--- config.mk ---
export PLATFORM = sky130hd
export DESIGN_NAME = hwloop_ctrl
export DESIGN_NICKNAME = d
export VERILOG_FILES = /design/src/rtl/hwloop_pkg.sv /design/src/rtl/hwloop_entry.sv /design/src/rtl/hwloop_pick.sv /design/src/rtl/hwloop_ctrl.sv
export SDC_FILE = /design/constraint.sdc
export NUM_CORES = 1
export LEC_CHECK = 0
export CAP_MARGIN = 20
export CORE_MARGIN = 2
export CORE_UTILIZATION = 56
export DETAILED_ROUTE_END_ITERATION = 10
export PLACE_DENSITY = 0.8
export SLEW_MARGIN = 20
export SYNTH_ARGS = -nofsm -noshare
export SYNTH_HDL_FRONTEND = slang
export SYNTH_HIERARCHICAL = 1
export SYNTH_SLANG_ARGS = --single-unit
--- constraint.sdc ---
create_clock -name clk -period 6.5 [get_ports clk]
set_clock_uncertainty 0.05 [all_clocks]
set_input_delay 0.65 -clock clk [delete_from_list [all_inputs] [get_ports clk]]
set_output_delay 0.65 -clock clk [all_outputs]
set_load 0.1 [all_outputs]
--- src/rtl/hwloop_pkg.sv ---
package hwloop_pkg;
  typedef enum logic [1:0] {
    LREG_START = 2'd0,
    LREG_END   = 2'd1,
    LREG_COUNT = 2'd2
  } lreg_e;
endpackage

--- src/rtl/hwloop_entry.sv ---
module hwloop_entry #(
  parameter int ADDR_W = 32,
  parameter int CNT_W  = 16
) (
  input  logic              clk,
  input  logic              rst_n,
  input  logic              wr_start,
  input  logic              wr_end,
  input  logic              wr_cnt,
  input  logic [ADDR_W-1:0] wdata,
  input  logic [ADDR_W-1:0] pc,
  input  logic              take,
  output logic              hit,
  output logic              more,
  output logic [ADDR_W-1:0] start_addr
);
  logic [ADDR_W-1:0] start_q, start_d, end_q, end_d;
  logic [CNT_W-1:0]  cnt_q, cnt_d;
  logic              on_q, on_d, en;

  assign hit        = on_q && (pc == end_q);
  assign more       = cnt_q > CNT_W'(1);
  assign start_addr = start_q;
  assign en         = wr_start | wr_end | wr_cnt | take;

  always_comb begin
    start_d = start_q;
    end_d   = end_q;
    cnt_d   = cnt_q;
    on_d    = on_q;
    if (wr_start) start_d = wdata;
    if (wr_end)   end_d   = wdata;
    if (wr_cnt) begin
      cnt_d = wdata[CNT_W-1:0];
      on_d  = |wdata[CNT_W-1:0];
    end else if (take) begin
      if (more) cnt_d = cnt_q - CNT_W'(1);
      else      on_d  = 1'b0;
    end
  end

  always_ff @(posedge clk or negedge rst_n) begin
    if (!rst_n) begin
      start_q <= '0;
      end_q   <= '0;
      cnt_q   <= '0;
      on_q    <= 1'b0;
    end else if (en) begin
      start_q <= start_d;
      end_q   <= end_d;
      cnt_q   <= cnt_d;
      on_q    <= on_d;
    end
  end

  // an acting entry with passes left loses exactly one count
  p_count_step_r5: assert property (@(posedge clk) disable iff (!rst_n)
    (take && more && !wr_cnt) |=> (cnt_q == $past(cnt_q) - CNT_W'(1)));
  // the final pass retires the entry
  p_last_pass_retires_r6: assert property (@(posedge clk) disable iff (!rst_n)
    (take && !more && !wr_cnt) |=> !hit && !on_q);
  // a zero count never arms the entry
  p_zero_count_idle_r3: assert property (@(posedge clk) disable iff (!rst_n)
    (wr_cnt && (wdata[CNT_W-1:0] == '0)) |=> !on_q);
endmodule

--- src/rtl/hwloop_pick.sv ---
module hwloop_pick #(
  parameter int N_LOOPS = 2,
  parameter int ADDR_W  = 32
) (
  input  logic                      clk,
  input  logic                      rst_n,
  input  logic                      go,
  input  logic [N_LOOPS-1:0]        hit,
  input  logic [N_LOOPS-1:0]        more,
  input  logic [N_LOOPS*ADDR_W-1:0] starts,
  output logic [N_LOOPS-1:0]        take,
  output logic                      jump,
  output logic [ADDR_W-1:0]         target
);
  always_comb begin
    logic blocked;
    blocked = 1'b0;
    take    = '0;
    jump    = 1'b0;
    target  = '0;
    for (int i = 0; i < N_LOOPS; i++) begin
      if (go && hit[i] && !blocked) begin
        take[i] = 1'b1;
        if (more[i]) begin
          jump    = 1'b1;
          target  = starts[i*ADDR_W +: ADDR_W];
          blocked = 1'b1;
        end
      end
    end
  end

  // at most one entry may redirect in a cycle
  p_single_jumper_r8: assert property (@(posedge clk) disable iff (!rst_n)
    $onehot0(take & more));
endmodule

--- src/rtl/hwloop_ctrl.sv ---
module hwloop_ctrl #(
  parameter int N_LOOPS = 2,
  parameter int ADDR_W  = 32,
  parameter int CNT_W   = 16,
  localparam int IDX_W  = (N_LOOPS > 1) ? $clog2(N_LOOPS) : 1
) (
  input  logic              clk,
  input  logic              rst_ni,
  input  logic              cfg_we,
  input  logic [IDX_W-1:0]  cfg_idx,
  input  logic [1:0]        cfg_sel,
  input  logic [ADDR_W-1:0] cfg_data,
  input  logic [ADDR_W-1:0] fetch_pc,
  input  logic              fetch_stall,
  output logic              redir_valid,
  output logic [ADDR_W-1:0] redir_pc
);
  import hwloop_pkg::*;

  logic [1:0]                rst_sync_q;
  logic                      rst_n;
  logic [N_LOOPS-1:0]        hit, more, take;
  logic [N_LOOPS*ADDR_W-1:0] starts;

  always_ff @(posedge clk or negedge rst_ni) begin
    if (!rst_ni) rst_sync_q <= 2'b00;
    else         rst_sync_q <= {rst_sync_q[0], 1'b1};
  end
  assign rst_n = rst_sync_q[1];

  for (genvar g = 0; g < N_LOOPS; g++) begin : g_entry
    logic sel_me;
    assign sel_me = cfg_we && (cfg_idx == IDX_W'(g));
    hwloop_entry #(.ADDR_W(ADDR_W), .CNT_W(CNT_W)) u_entry (
      .clk        (clk),
      .rst_n      (rst_n),
      .wr_start   (sel_me && (cfg_sel == LREG_START)),
      .wr_end     (sel_me && (cfg_sel == LREG_END)),
      .wr_cnt     (sel_me && (cfg_sel == LREG_COUNT)),
      .wdata      (cfg_data),
      .pc         (fetch_pc),
      .take       (take[g]),
      .hit        (hit[g]),
      .more       (more[g]),
      .start_addr (starts[g*ADDR_W +: ADDR_W])
    );
  end

  hwloop_pick #(.N_LOOPS(N_LOOPS), .ADDR_W(ADDR_W)) u_pick (
    .clk    (clk),
    .rst_n  (rst_n),
    .go     (!fetch_stall),
    .hit    (hit),
    .more   (more),
    .starts (starts),
    .take   (take),
    .jump   (redir_valid),
    .target (redir_pc)
  );

  // a stalled fetch never receives a redirect
  p_no_redir_in_stall_r7: assert property (@(posedge clk) disable iff (!rst_n)
    fetch_stall |-> !redir_valid);
endmodule

==> results.cfg <==
[synthesis]
post_synth_net_total = 770
synthCells = 695
synth-edff-count = 0
synth_cell_type_count = 68
top_reg_cell_synth = dfrtp_1
post_synthesis_average_cell_area_um2 = 12.00
seq_area_frac_synth_pct = 49.20
synth_top_cell_area_share_pct = 49.20
yosysWarningCount = 6
yosys-top-cells-area = dfrtp_1 49%, mux2_2 17%, xor2_1 6.5%, a32o_1 3.8%, nor4_1 2.2%
postSynthRegisterBits = 164
synthArstFlopShare_pct = 100.0
summed_instance_area_of_the_synthesized_netlist_um2 = 8342
yosys.area.top_type = dfrtp_1

[die]
start_util_pct = 57.39
boundaryPins = 104
chipWidth_um = 126.1
fp.dieArea_um2 = 15890
core_um2 = 14530
floorplan.die.height_um = 126.1
rows = 44

[critical_path]
worstReg2RegStart = g_entry[0].u_entry/cnt_q[9]$_DFFE_PN0P_
first_element_of_the_critical_path = fetch_pc[8]
r2r_setup_slack_ns = 2.41
reg2reg_depth = 9
crit_path_end = redir_pc[23]
crit_path_start_kind = input pin
timing_worst_setup_path_type = input pin to output pin
crit_path_max_fanout = 21
crit_path_end_kind = output pin
critical_path.reg2reg.endpoint = g_entry[1].u_entry/cnt_q[15]$_DFFE_PN0P_
timing.critical_path.arrival_ns = 4.65
crit_required_ns = 5.80

[placement]
post-dp-hpwl_um = 14630
port-buffer-count = 103
place_congestion = 0.9040
place.detailed.instances = 945
dp_worst_setup_slack_ns = 1.210
placed_area_um2 = 9442

[timing]
fin_hold_ws_ns = 0.2530
fin_ws_ns = 1.148
tightestPinTransition_ns = 0.9941
timing.final.hold_violations = 0
final_min_period_over_clock_period_pct = 82.34
endpoints_failing_setup = 0
timing_max_transition_violations_final = 0
timing.setup.tns_ns = 0
max-slew-margin-rel_pct = 33.52
post-route-min-period_ns = 5.352
grt_setup_unrepaired = false
maxClockFrequency_ghz = 0.1869

[layout]
layoutNonFillerInstCount = 978
nNetsFinal = 856
layout-area-overhead-vs-synth_pct = 21.75
n_antenna_cell = 0
drive_above_1_share_pct = 24.31
non_filler_cell_area_final_um2 = 10160

[worst_hold_path]
worstHoldPathType = flop to asynchronous set/reset pin

[global_routing]
grt_use_met2_pct = 44.91
grt_util_all_layers_pct = 28.19
number_of_antenna_violations_at_the_first_check_in_global_routing = 0
gr-max-usage-layer = met2
grt_pass1_vias = 6469
wire_length_of_the_first_global_routing_pass_um = 35150
maximum_number_of_pins_on_one_net_before_global_route_repair = 83
overflow = 0
met1_usage_pct = 37.62
grt_util_met3_pct = 5.310

[routing]
drtIter0Drc = 638
detail-route-antenna-nets = 0
detailedRoute.firstPassIterationCount = 7
wl_per_cell_um = 22.39
number_of_vias_after_detailed_routing = 6355
post_drt_via_cell_ratio = 6.498
drc = 0
route.final.wire_length_um = 21900

[power_and_ir_drop]
switchingPower_w = 0.0008201
power_frac_comb_pct = 16.9
pwr_density_cell_nw_per_um2 = 304.1
share_clk_of_total_power_pct = 37.5
p_sw_share_pct = 26.56
power.sequential.fraction_pct = 45.7
internal_dissipation_w = 0.002268
ir_drop_mv = 0.1962
leakage_power_total_nw = 4.051

[clock_tree]
clkSlewWorstSetupHoldPaths_ns = 0.06
postCtsResizedCells = 0
cts.hold.buffers_added = 0
clk-insertion-delay-late_ns = 0.43
cts.root.buffer_cell = clkbuf_16
tritoncts.num_buffers = 17
clock_sink_count = 164
h-tree-depth = 4
cts-root-to-sink-buffers = 2
tritoncts = done
post_cts_buffers = 0

[flow_run]
timing.max_cap.violations = 0

[run_status]
run_status = finished clean
-- kinds of logic (layout without fill, tap and decap cells) --
group / Yosys count / count (layout) / synth area share (%)
AO/OA/AOI/OAI: 111 / 111 / 10.90
XOR/XNOR: 64 / 64 / 6.720
adder cells (fa/ha/maj): 4 / 4 / 0.6000
buffers and inverters: 55 / 154 / 3.105
flip-flops: 164 / 164 / 49.20
multiplexers: 128 / 128 / 17.28
other: 1 / 1 / 0.04495
AND/OR/NAND/NOR: 168 / 168 / 12.15
-- power by group through the flow --
stage,sequential [W],combinational [W],clock (W)
global route,0.00144,0.000570,0.00121
global placement,0.00141,0.000481,0
floorplan,0.00138,0.000355,0
CTS,0.00141,0.000513,0.00117
finish,0.00141,0.000521,0.00116
detailed placement,0.00142,0.000505,0
-- critical path, stage by stage --
cell,delay (ns)
clkdlybuf4s50_1,0.51
xor2_1,0.19
nor4_1,0.39
nand4_1,0.14
nor3_1,0.40
and3_1,0.57
buf_4,0.41
a32o_1,0.21
clkdlybuf4s50_1,1.16
-- area by class of cell --
type	count	area, um^2
fill	1033	4378
sequential	164	4108
multi-input combinational	476	3988
timing repair buffer	112	1110
clock buffer	20	456.7
tap	184	230.2
clock inverter	12	226.5
inverter	10	37.54
-- routing by layer --
| metal | part of all wire [%] | wire, um | vias up |
|---|---|---|---|
| li1 | - | - | 2793 |
| met1 | 42 | 9124 | 3233 |
| met2 | 48 | 10560 | 268 |
| met3 | 6.7 | 1468 | 61 |
| met4 | 3.4 | 738 | 0 |
| met5 | 0 | 0 | - |
-- flip-flops by register name (all words and copies together), names as in the netlist --
signal	cells
g_entry.u_entry/cnt_q	32
g_entry.u_entry/end_q	64
g_entry.u_entry/on_q	2
g_entry.u_entry/start_addr	64
rst_sync_q	2
-- cell usage after synthesis (all sizes together), types with 3 or more instances --
library cell and number:
nor3 16, or2 10, inv 10, a211oi 3
or4 11, o41ai 3, a32o 32, o31ai 6
nor4 30, o21ai 8, mux2 128, xor2 62
ha 4, nor2 25, and4bb 3, nor4b 3
nand3 11, nand4b 3, a31oi 9, clkbuf 17
o2111ai 5, a2bb2oi 5, a21oi 11, or3 9
dfrtp 164, and4b 3, nand2 22, buf 27
nand4 7, o211ai 8, and2 4, a2111o 3
-- worst min-delay path by stage --
stage	slack (ns)	start	endpoint	depth (start not counted)
6_report	0.25	rst_sync_q[1]$_DFF_PN0_	g_entry[0].u_entry/cnt_q[8]$_DFFE_PN0P_	0
5_1_grt	0.30	rst_sync_q[1]$_DFF_PN0_	g_entry[0].u_entry/cnt_q[10]$_DFFE_PN0P_	0
4_1_cts	0.31	rst_sync_q[0]$_DFF_PN0_	rst_sync_q[1]$_DFF_PN0_	0
3_5_place_dp	0.29	rst_sync_q[0]$_DFF_PN0_	rst_sync_q[1]$_DFF_PN0_	0
3_3_place_gp	0.29	rst_sync_q[0]$_DFF_PN0_	rst_sync_q[1]$_DFF_PN0_	0
2_1_floorplan	0.28	rst_sync_q[0]$_DFF_PN0_	rst_sync_q[1]$_DFF_PN0_	0
-- metrics by stage --
step	total power [W]	utilization [%]
3_5_place_dp	0.001928	64.96
3_3_place_gp	0.001890	64.96
6_report	0.003088	69.88
2_1_floorplan	0.001738	-
5_1_grt	0.003216	69.88
4_1_cts	0.003092	69.66
-- placed cells by master, fill, tap and decap left out, types with 3 or more instances in the layout --
master | Yosys | layout
a32o_1 | 32 | 32
o21ai_0 | 8 | 8
dfrtp_1 | 164 | 163
clkdlybuf4s50_1 | 0 | 98
o2111ai_1 | 5 | 5
a31oi_1 | 9 | 9
nor4_1 | 29 | 29
mux2_2 | 128 | 128
ha_1 | 4 | 4
clkinv_4 | 0 | 3
o41ai_1 | 3 | 3
bufinv_16 | 0 | 6
clkbuf_16 | 0 | 17
o211ai_1 | 8 | 8
a211oi_1 | 3 | 3
or3_1 | 9 | 9
nand3_1 | 11 | 11
and2_1 | 3 | 3
nand2_1 | 22 | 22
or2_2 | 6 | 6
o31ai_1 | 6 | 6
buf_4 | 0 | 12
nor2_1 | 25 | 25
xor2_1 | 62 | 62
inv_1 | 10 | 10
a21oi_1 | 11 | 11
a2bb2oi_1 | 5 | 5
nor3_1 | 16 | 16
a2111o_1 | 3 | 3
or4_1 | 10 | 10
nand4_1 | 7 | 7
Note: power is estimated with default switching activity, not from simulation.
